**src/rtl/vpk_pkg.sv**
```systemverilog
// Shared types for the vector mask compress/expand unit.
// Assumes nothing beyond a two-valued operation select.
package vpk_pkg;
    typedef enum logic {
        VPK_COMPRESS = 1'b0,
        VPK_EXPAND   = 1'b1
    } vpk_op_e;
endpackage

```
**src/rtl/vpk_popcount.sv**
```systemverilog
// Population count of a mask vector.
// Assumes CW is wide enough to hold N.
module vpk_popcount #(
    parameter int N  = 8,
    parameter int CW = $clog2(N + 1)
) (
    input  logic [N-1:0]  bits_i,
    output logic [CW-1:0] count_o
);
    // Sum the set bits one by one.
    always_comb begin
        count_o = '0;
        for (int i = 0; i < N; i++) begin
            count_o = count_o + CW'(bits_i[i]);
        end
    end
endmodule

```
**src/rtl/vpk_scan_ctrl.sv**
```systemverilog
// Scan sequencer: accepts a start while idle, steps an element index
// once per cycle for the active length, then emits a done pulse.
// Assumes ELEMS >= 2 and LW can hold ELEMS.
module vpk_scan_ctrl #(
    parameter int ELEMS = 8,
    parameter int LW    = $clog2(ELEMS + 1)
) (
    input  logic          clk,
    input  logic          rst_n,
    input  logic          start_i,
    input  logic [LW-1:0] vlen_i,
    output logic          busy_o,
    output logic          done_o,
    output logic          launch_o,
    output logic          empty_launch_o,
    output logic          last_o,
    output logic [LW-1:0] scan_idx_o,
    output logic [LW-1:0] vlen_eff_o
);
    logic [LW-1:0] vlen_q;

    // Clamp the requested length to the element count.
    assign vlen_eff_o     = (vlen_i > LW'(ELEMS)) ? LW'(ELEMS) : vlen_i;
    // A start counts only when the scanner is idle.
    assign launch_o       = start_i && !busy_o;
    assign empty_launch_o = launch_o && (vlen_eff_o == '0);
    // Final element of the current scan.
    assign last_o         = busy_o && (scan_idx_o == vlen_q - LW'(1));

    // Sequencer state: busy flag, element index, done pulse.
    always_ff @(posedge clk) begin
        if (!rst_n) begin
            busy_o     <= 1'b0;
            done_o     <= 1'b0;
            scan_idx_o <= '0;
            vlen_q     <= '0;
        end else begin
            done_o <= 1'b0;
            if (launch_o) begin
                vlen_q     <= vlen_eff_o;
                scan_idx_o <= '0;
                if (vlen_eff_o == '0) begin
                    done_o <= 1'b1;
                end else begin
                    busy_o <= 1'b1;
                end
            end else if (busy_o) begin
                if (last_o) begin
                    busy_o <= 1'b0;
                    done_o <= 1'b1;
                end else begin
                    scan_idx_o <= scan_idx_o + LW'(1);
                end
            end
        end
    end


    done_pulse_chk: assert property (@(posedge clk) disable iff (!rst_n)
        done_o |=> !done_o);


    done_after_last_chk: assert property (@(posedge clk) disable iff (!rst_n)
        last_o |=> (done_o && !busy_o));


    scan_advance_chk: assert property (@(posedge clk) disable iff (!rst_n)
        (busy_o && !last_o) |=> (busy_o && scan_idx_o == $past(scan_idx_o) + LW'(1)));
endmodule

```
**src/rtl/vpk_lane_route.sv**
```systemverilog
// Element router: latches mode and in-range mask at launch, keeps the
// packed pointer, and steers read/write indices for compress or expand.
// Assumes the source read data returns in the same cycle as the index.
module vpk_lane_route
    import vpk_pkg::*;
#(
    parameter int ELEMS = 8,
    parameter int DW    = 16,
    parameter int IW    = $clog2(ELEMS),
    parameter int LW    = $clog2(ELEMS + 1)
) (
    input  logic             clk,
    input  logic             rst_n,
    input  logic             op_expand_i,
    input  logic [ELEMS-1:0] mask_i,
    input  logic [LW-1:0]    vlen_eff_i,
    input  logic             launch_i,
    input  logic             empty_launch_i,
    input  logic             busy_i,
    input  logic             last_i,
    input  logic             done_i,
    input  logic [LW-1:0]    scan_idx_i,
    input  logic [DW-1:0]    src_rd_data_i,
    output logic             src_rd_en_o,
    output logic [IW-1:0]    src_rd_idx_o,
    output logic             dst_wr_en_o,
    output logic [IW-1:0]    dst_wr_idx_o,
    output logic [DW-1:0]    dst_wr_data_o,
    output logic [LW-1:0]    pack_len_o
);
    vpk_op_e          op_q;
    logic [ELEMS-1:0] mask_q;
    logic [ELEMS-1:0] in_range;
    logic [LW-1:0]    ptr_q;
    logic [LW-1:0]    pop_cnt;
    logic             hit;

    // One range-compare per element position.
    for (genvar j = 0; j < ELEMS; j++) begin : g_range
        assign in_range[j] = (LW'(j) < vlen_eff_i);
    end

    // Independent count of the latched mask, used by the checks.
    vpk_popcount #(.N(ELEMS), .CW(LW)) u_pop (
        .bits_i  (mask_q),
        .count_o (pop_cnt)
    );

    // Current element is selected by the mask.
    assign hit = busy_i && mask_q[scan_idx_i[IW-1:0]];

    // Operation context and packed pointer.
    always_ff @(posedge clk) begin
        if (!rst_n) begin
            op_q       <= VPK_COMPRESS;
            mask_q     <= '0;
            ptr_q      <= '0;
            pack_len_o <= '0;
        end else if (launch_i) begin
            op_q   <= op_expand_i ? VPK_EXPAND : VPK_COMPRESS;
            mask_q <= mask_i & in_range;
            ptr_q  <= '0;
            if (empty_launch_i) begin
                pack_len_o <= '0;
            end
        end else if (busy_i) begin
            if (hit) begin
                ptr_q <= ptr_q + LW'(1);
            end
            if (last_i) begin
                pack_len_o <= ptr_q + LW'(hit);
            end
        end
    end

    // Index steering: compress reads by scan and writes by pointer,
    // expand reads by pointer and writes by scan.
    always_comb begin
        src_rd_en_o   = hit;
        dst_wr_en_o   = hit;
        dst_wr_data_o = src_rd_data_i;
        if (op_q == VPK_COMPRESS) begin
            src_rd_idx_o = scan_idx_i[IW-1:0];
            dst_wr_idx_o = ptr_q[IW-1:0];
        end else begin
            src_rd_idx_o = ptr_q[IW-1:0];
            dst_wr_idx_o = scan_idx_i[IW-1:0];
        end
    end


    pack_len_match_chk: assert property (@(posedge clk) disable iff (!rst_n)
        done_i |-> (pack_len_o == pop_cnt));


    compress_no_overtake_chk: assert property (@(posedge clk) disable iff (!rst_n)
        (hit && op_q == VPK_COMPRESS) |-> (ptr_q <= scan_idx_i));


    compress_below_len_chk: assert property (@(posedge clk) disable iff (!rst_n)
        (hit && op_q == VPK_COMPRESS) |-> (ptr_q < pop_cnt));


    expand_src_in_len_chk: assert property (@(posedge clk) disable iff (!rst_n)
        (hit && op_q == VPK_EXPAND) |-> (ptr_q < pop_cnt));
endmodule

```
**src/rtl/vec_pack_unit.sv**
```systemverilog
// Top of the vector mask compress/expand unit: one element per cycle,
// done pulse with the packed length after the last active element.
// Assumes a combinational source read port.
module vec_pack_unit #(
    parameter int ELEMS = 8,
    parameter int DW    = 16,
    parameter int IW    = $clog2(ELEMS),
    parameter int LW    = $clog2(ELEMS + 1)
) (
    input  logic             clk,
    input  logic             rst_n,
    input  logic             start_i,
    input  logic             op_expand_i,
    input  logic [LW-1:0]    vlen_i,
    input  logic [ELEMS-1:0] mask_i,
    output logic             src_rd_en_o,
    output logic [IW-1:0]    src_rd_idx_o,
    input  logic [DW-1:0]    src_rd_data_i,
    output logic             dst_wr_en_o,
    output logic [IW-1:0]    dst_wr_idx_o,
    output logic [DW-1:0]    dst_wr_data_o,
    output logic             busy_o,
    output logic             done_o,
    output logic [LW-1:0]    pack_len_o
);
    logic          launch;
    logic          empty_launch;
    logic          last;
    logic [LW-1:0] scan_idx;
    logic [LW-1:0] vlen_eff;

    // Sequencing of the element scan.
    vpk_scan_ctrl #(.ELEMS(ELEMS), .LW(LW)) u_ctrl (
        .clk            (clk),
        .rst_n          (rst_n),
        .start_i        (start_i),
        .vlen_i         (vlen_i),
        .busy_o         (busy_o),
        .done_o         (done_o),
        .launch_o       (launch),
        .empty_launch_o (empty_launch),
        .last_o         (last),
        .scan_idx_o     (scan_idx),
        .vlen_eff_o     (vlen_eff)
    );

    // Element movement and packed length.
    vpk_lane_route #(.ELEMS(ELEMS), .DW(DW), .IW(IW), .LW(LW)) u_route (
        .clk            (clk),
        .rst_n          (rst_n),
        .op_expand_i    (op_expand_i),
        .mask_i         (mask_i),
        .vlen_eff_i     (vlen_eff),
        .launch_i       (launch),
        .empty_launch_i (empty_launch),
        .busy_i         (busy_o),
        .last_i         (last),
        .done_i         (done_o),
        .scan_idx_i     (scan_idx),
        .src_rd_data_i  (src_rd_data_i),
        .src_rd_en_o    (src_rd_en_o),
        .src_rd_idx_o   (src_rd_idx_o),
        .dst_wr_en_o    (dst_wr_en_o),
        .dst_wr_idx_o   (dst_wr_idx_o),
        .dst_wr_data_o  (dst_wr_data_o),
        .pack_len_o     (pack_len_o)
    );
endmodule

```
**config.mk**
```make
export PLATFORM = sky130hd
export DESIGN_NAME = vec_pack_unit
export DESIGN_NICKNAME = d
export VERILOG_FILES = /design/src/rtl/vpk_pkg.sv /design/src/rtl/vpk_popcount.sv /design/src/rtl/vpk_scan_ctrl.sv /design/src/rtl/vpk_lane_route.sv /design/src/rtl/vec_pack_unit.sv
export SDC_FILE = /design/constraint.sdc
export NUM_CORES = 1
export LEC_CHECK = 0
export BUFFER_PORTS_ARGS = -buffer_cell sky130_fd_sc_hd__buf_4
export CAP_MARGIN = 20
export CORE_AREA = 3 3 48 94
export CTS_CLUSTER_SIZE = 8
export DETAILED_ROUTE_END_ITERATION = 8
export DIE_AREA = 0 0 51 97
export HOLD_SLACK_MARGIN = 0.02
export PLACE_DENSITY = 0.75
export RECOVER_POWER = 25
export SETUP_SLACK_MARGIN = 0.05
export SLEW_MARGIN = 15
export SYNTH_ARGS = -nofsm -noshare
export SYNTH_HDL_FRONTEND = slang
export SYNTH_SLANG_ARGS = --single-unit
```
**constraint.sdc**
```tcl
create_clock -name clk -period 6.18 [get_ports clk]
set_input_delay 0.309 -clock clk [delete_from_list [all_inputs] [get_ports clk]]
set_output_delay 0.309 -clock clk [all_outputs]
set_load 0.03 [all_outputs]
```
==> results of run 1 <==
[sequential cells by signal (all words and copies together) (netlist names)]
signal / cells
u_ctrl.done_o: 1
u_route.pack_len_o: 4
u_route.mask_q: 8
u_route.op_q: 1
u_ctrl.scan_idx_o: 4
u_route.ptr_q: 4
u_ctrl.busy_o: 1
u_ctrl.vlen_q: 4
[final timing paths]
kind	from	end	cells after the start
worst max-delay path	u_ctrl.scan_idx_o[2]	u_route.pack_len_o[2]	8
worst min-delay path	op_expand_i	u_route.op_q	3
worst max register to register	u_ctrl.scan_idx_o[2]	u_route.pack_len_o[2]	8
worst min register to register	u_route.pack_len_o[3]	u_route.pack_len_o[3]	2
[cell families after synthesis]
logic type / synth area share (%)
buffers and inverters: 11.9
and+or+nand+nor: 22.4
adders and majority gates: 3.60
xor gates and xnor gates: 4.90
AOI/OAI and AO/OA: 16.7
muxes: 9.30
DFF: 31.1
[stage by stage]
step / worst slack, ns / area (sq um) / instances
floorplan: 3.74 / 1740 / 198
global placement: 3.96 / 1830 / 249
detailed placement: 3.88 / 1830 / 249
CTS: 3.87 / 1870 / 253
global route: 3.69 / 1870 / 253
finish: 3.86 / 1870 / 253
[synthesized netlist by cell type (3+ instances only)]
master    number
inv_1          4
nor2_1         5
buf_2          3
nand3_1       11
dfxtp_1       27
mux2i_1        6
buf_4         17
ha_1           5
a31o_2         3
a21boi_0      13
a21oi_1        3
or4_1          5
o21ai_0        6
nand2_1       30
mux2_2         7
clkbuf_1       6
xnor2_1        3
nand3b_1       3
xor2_1         3
o21a_1         3
[placed cells by master, fill, tap and decap left out, types with 3 or more instances in the layout]
cell type,synthesis,routed
buf_4,17,29
xor2_1,3,3
a31o_2,3,3
ha_1,5,5
or4_1,5,5
a21boi_0,13,13
mux2_2,7,7
o21a_1,3,3
dfxtp_1,27,27
clkbuf_8,0,3
nand3_1,11,11
a21oi_1,3,3
nand3b_1,3,3
nand2_1,30,30
inv_1,4,4
mux2i_1,6,6
xnor2_1,3,3
o21ai_0,6,6
nor2_1,5,5
[per-layer routing]
metal  GRT usage, %  vias up
met2           28.4       28
li1               -      697
met5              0        -
met3           1.23        8
met4           7.26        0
met1           15.1      672
[worst max-delay path: stages (launching register included)]
cell and delay, ns:
dfxtp_1 0.54, mux4_2 0.56, o22ai_2 0.25, nor2_1 0.16
ha_1 0.22, ha_1 0.19, xor2_1 0.14, nand2_1 0.07
mux2i_1 0.06
[area by class of cell]
| cell class | instances | area, sq um | share of cell area (%) |
|---|---|---|---|
| clock buffer | 3 | 41.3 | 2.21 |
| tap | 51 | 63.8 | 3.41 |
| clock inverter | 1 | 5.00 | 0.267 |
| timing repair buffer | 29 | 218 | 11.6 |
| multi-input combinational | 138 | 988 | 52.8 |
| sequential | 27 | 541 | 28.9 |
| inverter | 4 | 15.0 | 0.802 |
[power groups by stage]
stage / Clock (W) / Combinational (W) / Sequential, W
2_1_floorplan: 0 / 0.0000816 / 0.000191
3_3_place_gp: 0 / 0.0000782 / 0.000197
3_5_place_dp: 0 / 0.0000799 / 0.000197
4_1_cts: 0.000103 / 0.0000800 / 0.000193
5_1_grt: 0.000109 / 0.0000866 / 0.000195
6_report: 0.0000999 / 0.0000791 / 0.000193
==> qor.txt, run 1 <==
Outcome = completed
YS warnings = 0
Leak = 0.724 nW
Internal power = 0.000260 W
Fillers = 410
Hold Crit Class = input port to flip-flop
Synth cell types = 47
Top Metal Used = met4
Die area = 0.00495 sq mm
Fin Setup TNS = 0 ns
Mapped cell area = 0.00174 sq mm
Core area = 0.00388 sq mm
Hpwl dp = 2720 um
Ys flop type = dfxtp_1
Period utilisation layout = 37.5%
Synth top area cells = dfxtp_1 31%, buf_4 7.4%, nand2_1 6.5%, a21boi_0 5.6%, mux2_2 4.5%
Total power = 0.000372 W
DIE WIDTH = 51 um
I/O Buffers = 29
Cell row count = 32
Cts hold-fix bufs = 0
Setup CP Type = flip-flop to flip-flop
Sw power = 0.000112 W
GR Overflow Total = 0
Final Core Density = 48.2%
Final ANT Viol Nets = 0
Total Routing Usage GR = 14.9%
Synth top area share = 31.1%
Combinational share of power = 21.3%
Max-slew violations = 0
Switching Share = 30.1%
Initial antenna violation count = 0
Vias = 1405
Chip height = 97 um
Number of global-route vias before repair = 1334
Post-synthesis sequential area ratio = 31.1%
CP required = 6.33 ns
Met2 wire len = 2000 um
Synth Register Bits = 27
WL met1 = 1340 um
Final nets = 240
Critical path capture point type = flip-flop
Crit-path max FO = 9
Fin Hold WS = 0.295 ns
Initial Util = 44.7%
DRT iter0 DRCs = 28
Number of synthesized flops with an enable pin = 0
Clock slew at reported path FFs = 0.09 ns
Pwr/cell area = 199 mW/mm^2
Routed len/inst = 14.1 um
First-pass GRT wire length = 5840 um
CTS max path bufs = 2
Worst slew margin relative to its limit = 33.1%
I/O pin count = 62
Antenna cells = 0
Post-cts resize count = 0
Htree depth = 1
Layout cells sized above 1 = 25.7%
Syn_area_per_cell = 8.76 sq um
Metal3 WL = 124 um
Max Fclk = 431 MHz
TritonCTS Buffers = 3
Vias per std cell = 5.55
Area Growth Syn to Fin = 7.86%
CTS Sinks = 27
Final Hold Vio Count = 0
Post-CTS setup buffer count = 0
Startpoint types = flip-flop
RSZ-0062 raised after global routing = no
VDD IR-drop max = 0.137 mV
Post-synthesis cell count = 198
Largest area contributor in the netlist = dfxtp_1
Clock latency on the worst-skew pair = 0.27 ns
Pin count of the biggest net entering global routing = 30
Worst reg2reg setup slack = 3.86 ns
Final WL = 3560 um
Clock period minus worst slack = 2.32 ns
Synth async-reset ratio = 0%
Drt pass-1 iters = 4
DRC viols = 0
Arrival time of the worst setup path = 2.47 ns
CTS tree = yes
Seq pwr share = 51.9%
GPL Wtd Cong = 0.840
Setup-failing EPs final = 0
Root buffer cell = clkbuf_8
Clock skew = 0.00219 ns
Clock share of power = 26.8%
Worst Max-Slew Pin Slew = 1.00 ns
Syn nets = 235
Max_cap viols = 0
Power figures use the tool's default switching activity.
==> run 2, diff against run 1 <==
--- a/config.mk
+++ b/config.mk
@@ -5,14 +5,15 @@
 export SDC_FILE = /design/constraint.sdc
 export NUM_CORES = 1
 export LEC_CHECK = 0
+export ABC_AREA = 1
 export BUFFER_PORTS_ARGS = -buffer_cell sky130_fd_sc_hd__buf_4
 export CAP_MARGIN = 20
-export CORE_AREA = 3 3 48 94
+export CORE_AREA = 3 3 47 91
 export CTS_CLUSTER_SIZE = 8
 export DETAILED_ROUTE_END_ITERATION = 8
-export DIE_AREA = 0 0 51 97
+export DIE_AREA = 0 0 50 94
 export HOLD_SLACK_MARGIN = 0.02
-export PLACE_DENSITY = 0.75
+export PLACE_DENSITY = 0.74
 export RECOVER_POWER = 25
 export SETUP_SLACK_MARGIN = 0.05
 export SLEW_MARGIN = 15
==> constraint.sdc (replaced) <==
create_clock -name clk -period 2.4 [get_ports clk]
set_input_delay 0.12 -clock clk [delete_from_list [all_inputs] [get_ports clk]]
set_output_delay 0.12 -clock clk [all_outputs]
set_load 0.03 [all_outputs]
==> run 2 against run 1 <==
Die area fell by 5.0%. First-iteration DRC count increased by 43%. Sequential power grew 150%. Clock-buffer cell count is the same. Setup slack worse by 3.4 ns. Clock skew rose by 0.0018 ns.
==> qor.txt, run 2 <==
Outcome = completed
Startpoint types = flip-flop
Met2 wire len = 1870 um
Area Growth Syn to Fin = 10.3%
Ys flop type = dfxtp_1
Fin Setup TNS = 0 ns
Number of global-route vias before repair = 1348
Biggest register = u_route.mask_q
Initial Util = 43.4%
TritonCTS Buffers = 3
Max-slew violations = 0
Max Fclk = 511 MHz
Cts hold-fix bufs = 0
Fillers = 383
DRT iter0 DRCs = 40
Final Hold Vio Count = 0
Worst slew margin relative to its limit = 73.2%
Placed cell area = 0.00172 sq mm
Placed insts = 273
Critical path capture point type = flip-flop
VDD IR-drop max = 0.260 mV
Synth Register Bits = 27
Drt pass-1 iters = 4
GPL Wtd Cong = 0.825
Fin Hold WS = 0.0375 ns
Syn nets = 254
Htree depth = 1
Leak = 0.784 nW
Final nets = 266
First-pass GRT wire length = 5930 um
Final instance area = 0.00177 sq mm
Cell family with most CP delay = flip-flops
CTS max path bufs = 2
Post-synthesis cell count = 217
Syn_area_per_cell = 7.37 sq um
Mapped cell area = 0.00160 sq mm
Pin count of the biggest net entering global routing = 17
Final WL = 3390 um
Setup CP Type = flip-flop to flip-flop
Most instantiated library cell after synthesis = nand2_1
Synth top area cells = dfxtp_1 34%, nand2_1 9.1%, buf_4 8.4%, nand3_1 6.9%, inv_1 5.6%
Most frequent cells in the layout = 39 x nand2_1, 30 x buf_4, 26 x dfxtp_1
Total Routing Usage GR = 16.3%
Pwr/cell area = 520 mW/mm^2
Crit-path max FO = 10
Final ANT Viol Nets = 0
YS warnings = 0
Post-synthesis sequential area ratio = 33.8%
Worst path max stage delay = 0.54 ns
Core area = 0.00368 sq mm
CTS Sinks = 27
DIE WIDTH = 50 um
Total power = 0.000918 W
WL met1 = 1330 um
CTS tree = yes
Arrival time of the worst setup path = 2.17 ns
Layout cells sized above 1 = 24.1%
Synth top area share = 33.8%
Top Metal Used = met4
Chip height = 94 um
Antenna cells = 0
Max_cap viols = 0
Area of the multi-input gates = 778 sq um
Clock skew = 0.00404 ns
Max FFs per register = 8
Final non-filler cell total = 277
Cell row count = 31
Most frequent cells after synthesis = 39 x nand2_1, 27 x dfxtp_1, 24 x inv_1
GR Overflow Total = 0
Largest area contributor in the netlist = dfxtp_1
Worst Max-Slew Pin Slew = 0.401 ns
Worst path buffer plus inverter count = 2
Hold Crit Class = input port to flip-flop
I/O pin count = 62
Slowest stage cell, crit path = dfxtp_1
Vias = 1381
Clock period minus worst slack = 1.96 ns
Synth async-reset ratio = 0%
Setup-failing EPs final = 0
Die area = 0.00470 sq mm
I/O Buffers = 29
Initial antenna violation count = 0
Register area = 542 sq um
Number of synthesized flops with an enable pin = 0
Metal3 WL = 118 um
Synth cell types = 27
Vias per std cell = 4.99
Period utilisation layout = 81.6%
RSZ-0062 raised after global routing = no
Commonest non-fill, non-tap cell in the layout = nand2_1
Hpwl dp = 2690 um
Clock slew at reported path FFs = 0.09 ns
Root buffer cell = clkbuf_8
Crit path cell chain = inv_1 -> nand3_1 -> nand3_1 -> nand3_2 -> inv_1 -> ha_1 -> ha_1 -> xor2_1 -> nand4_1 -> a21oi_1
DRC viols = 0
CP required = 2.62 ns
Clock latency on the worst-skew pair = 0.28 ns
Routed len/inst = 12.3 um
## run 2: cell types whose count changed after synthesis, sizes merged, moves of 6 or more
cell | previous run | this run
a21boi | 13 | 0
a21oi | 3 | 12
inv | 4 | 30
mux2 | 7 | 0
mux2i | 6 | 0
nand2 | 31 | 41
nand3 | 11 | 24
nand4 | 1 | 7
nor2 | 5 | 14
o21ai | 6 | 18
## run 2: final timing paths
kind / from / to / slack [ns] / depth (start not counted)
worst min-delay path: op_expand_i / u_route.op_q / 0.04 / 3
worst max register to register: u_ctrl.scan_idx_o[1] / u_route.pack_len_o[2] / 0.44 / 10
worst max-delay path: u_ctrl.scan_idx_o[1] / u_route.pack_len_o[2] / 0.44 / 10
worst min register to register: u_route.mask_q[2] / u_route.mask_q[2] / 0.46 / 2
## run 2: logic make-up after synthesis
family,synth area share (%)
simple gates,26.1
buf+inv,17.6
fa+ha+maj,3.91
flops,33.8
compound gates,14.8
xor+xnor,3.83
## run 2: report_power, final
| part | leakage, nW | internal (W) | switching [W] | total (W) |
|---|---|---|---|---|
| sequential | 0.220 | 0.000466 | 0.0000152 | 0.000481 |
| clock | 0.0255 | 0.000117 | 0.000148 | 0.000264 |
| combinational | 0.538 | 0.0000612 | 0.000111 | 0.000173 |
## run 2: layer usage
layer | vias to the layer above | global-route usage [%]
met5 | - | 0
met4 | 0 | 8.55
met3 | 9 | 1.75
met2 | 35 | 29.7
met1 | 622 | 17.7
li1 | 715 | -
## run 2: metrics by stage
stage                     utilization [%]  worst slack (ns)
after global routing                 47.9             0.187
after detailed placement             46.6             0.363
after CTS                            47.9             0.339
after global placement               46.6             0.462
after floorplan                         -             0.409
final                                47.9             0.442
## run 2: cell type report
class / count / share of cell area (%)
inverter: 30 / 6.38
clock inverter: 1 / 0.283
clock buffer: 3 / 2.34
tap: 49 / 3.47
multi-input combinational: 137 / 44.1
sequential: 27 / 30.7
timing repair buffer: 30 / 12.8
## run 2: worst reg2reg max path: cells and delay by family, from the launching register on
family,cells,cell delay [ns]
buf+inv,2,0.19
fa+ha+maj,2,0.39
flops,1,0.54
simple gates,4,0.48
xor+xnor,1,0.13
compound gates,1,0.15
## run 2: timing repair
item	4_1_cts	5_1_grt
setup buffers	0	0
endpoints found under the setup margin	0	1
resized for setup	0	1
==> run 3, diff against run 2 <==
--- a/config.mk
+++ b/config.mk
@@ -5,15 +5,15 @@
 export SDC_FILE = /design/constraint.sdc
 export NUM_CORES = 1
 export LEC_CHECK = 0
-export ABC_AREA = 1
+export ABC_AREA = 0
 export BUFFER_PORTS_ARGS = -buffer_cell sky130_fd_sc_hd__buf_4
 export CAP_MARGIN = 20
-export CORE_AREA = 3 3 47 91
+export CORE_AREA = 3 3 48 94
 export CTS_CLUSTER_SIZE = 8
 export DETAILED_ROUTE_END_ITERATION = 8
-export DIE_AREA = 0 0 50 94
+export DIE_AREA = 0 0 51 97
 export HOLD_SLACK_MARGIN = 0.02
-export PLACE_DENSITY = 0.74
+export PLACE_DENSITY = 0.78
 export RECOVER_POWER = 25
 export SETUP_SLACK_MARGIN = 0.05
 export SLEW_MARGIN = 15
==> constraint.sdc (replaced) <==
create_clock -name clk -period 1.69 [get_ports clk]
set_input_delay 0.0845 -clock clk [delete_from_list [all_inputs] [get_ports clk]]
set_output_delay 0.0845 -clock clk [all_outputs]
set_load 0.03 [all_outputs]
==> run 3 against run 2 <==
The flow now finishes with violations (negative setup slack). Non-clock buffer count is 23 higher. Sequential power increased by 46%. Die area is 5.3% higher. Critical path depth fell by 2. Wire length increased by 26%. Hold slack improved by 0.016 ns. Sequential share of layout area is 6.0 points lower. Utilization is 9.4 points higher. Combinational power grew to 2.6 times the previous value. Setup slack worse by 0.56 ns. Critical path type unchanged. Critical endpoint unchanged. Largest cell class unchanged.
==> qor.txt, run 3 (synthesized netlist as in run 1, its figures left out) <==
First-pass GRT wire length = 6990 um
Die area = 0.00495 sq mm
Clock skew = 0.00780 ns
I/O Buffers = 29
Crit-path max FO = 2
Worst path max stage delay = 0.52 ns
Hpwl dp = 3060 um
Final instance area = 0.00223 sq mm
DIE WIDTH = 51 um
Failing checks = negative setup slack
Final Hold Vio Count = 0
Initial Util = 44.7%
Outcome = complete, but fails checks
Leak = 0.872 nW
Pwr/cell area = 692 mW/mm^2
Worst slew margin relative to its limit = 76.6%
Layout cells sized above 1 = 42.5%
Clock period minus worst slack = 1.81 ns
Arrival time of the worst setup path = 2.03 ns
Max-slew violations = 0
Vias = 1540
Final ANT Viol Nets = 0
Commonest non-fill, non-tap cell in the layout = buf_4
Pin count of the biggest net entering global routing = 30
VDD IR-drop max = 0.606 mV
Critical path capture point type = flip-flop
Total Routing Usage GR = 18.2%
Root buffer cell = clkbuf_8
Period utilisation layout = 107%
Worst Max-Slew Pin Slew = 0.350 ns
Initial antenna violation count = 0
CTS tree = yes
Antenna cells = 0
GPL Wtd Cong = 0.795
Placed cell area = 0.00202 sq mm
Max FFs per register = 8
Max_cap viols = 0
Crit path cell chain = mux4_2 -> o22ai_4 -> nor2_4 -> ha_4 -> ha_4 -> xor2_1 -> nand2_1 -> mux2i_1
Slowest stage cell, crit path = mux4_2
Most frequent cells in the layout = 44 x buf_4, 30 x nand2_1, 22 x dfxtp_1
CTS max path bufs = 2
Setup-failing EPs final = 7
Setup CP Type = flip-flop to flip-flop
Cell row count = 32
Area Growth Syn to Fin = 28.3%
Fin Setup TNS = -0.508 ns
GR Overflow Total = 0
Hold Crit Class = input port to flip-flop
CTS Sinks = 27
Htree depth = 1
Number of global-route vias before repair = 1581
Setup ws final = -0.116 ns
Drt pass-1 iters = 5
TritonCTS Buffers = 3
Chip height = 97 um
Final WL = 4280 um
CP required = 1.91 ns
RSZ-0062 raised after global routing = yes
Vias per std cell = 5.56
Fin Hold WS = 0.0532 ns
Max Fclk = 554 MHz
Routed len/inst = 15.4 um
Critical path's most frequent cell = ha_4
Startpoint types = flip-flop
Placed insts = 268
DRC viols = 0
Core area = 0.00388 sq mm
I/O pin count = 62
Biggest register = u_route.mask_q
Clock latency on the worst-skew pair = 0.28 ns
Final nets = 264
Final Core Density = 57.3%
Final non-filler cell total = 277
DRT iter0 DRCs = 34
Clock slew at reported path FFs = 0.10 ns
[run 3: cell types whose count changed in the layout (fill, tap and decap cells not counted), sizes merged, moves of 5 or more]
cell    change
inv        -25
buf        +23
a21boi     +13
nand3      -13
o21ai      -12
nand2      -10
a21oi       -9
nor2        -9
mux2        +7
mux2i       +6
nand4       -6
or4         +5
[run 3: worst max-delay path, delay by kind of cell (launching register included)]
kind | cells | cell delay, ns
and+or+nand+nor | 2 | 0.12
xor gates and xnor gates | 1 | 0.12
adders and majority gates | 2 | 0.32
AOI/OAI and AO/OA | 1 | 0.20
DFF | 1 | 0.35
muxes | 2 | 0.64
[run 3: power by group]
| part | internal [W] | leakage (nW) | switching (W) |
|---|---|---|---|
| logic | 0.000221 | 0.624 | 0.000224 |
| clock network | 0.000169 | 0.0260 | 0.000225 |
| registers | 0.000663 | 0.222 | 0.0000371 |
[run 3: final cells by class]
type                       instances  area [sq um]
sequential                        27           549
tap                               51          63.8
clock buffer                       3          41.3
timing repair buffer              53           432
fill                             363          1660
multi-input combinational        138          1120
inverter                           4          15.0
clock inverter                     1          6.26
[run 3: worst paths after layout]
check | startpoint | endpoint | slack (ns) | depth (start not counted)
max | u_ctrl.scan_idx_o[2] | u_route.pack_len_o[2] | -0.12 | 8
min reg2reg | u_route.pack_len_o[3] | u_route.pack_len_o[3] | 0.47 | 2
max reg2reg | u_ctrl.scan_idx_o[2] | u_route.pack_len_o[2] | -0.12 | 8
min | op_expand_i | u_route.op_q | 0.05 | 3
[run 3: what timing repair did]
item	in CTS	in global routing
gates resized for setup	18	10
buffers inserted	4	1
endpoints found under the setup margin	14	14
pin swaps	12	4
hold buffers	0	0
[run 3: through the flow]
stage / worst slack, ns / power (W)
after floorplan: -0.325 / 0.00101
after global placement: -0.108 / 0.00108
after detailed placement: -0.149 / 0.00109
after CTS: -0.128 / 0.00152
after global routing: -0.179 / 0.00161
final: -0.116 / 0.00154
[run 3: per-layer routing]
layer	vias up	wire, um	share of wire (%)	track usage (%)
met1	747	1550	36	17.3
met5	-	0	0	0
met3	11	161	3.8	2.47
li1	740	-	-	-
met2	42	2390	56	33.9
met4	0	172	4.0	12.0
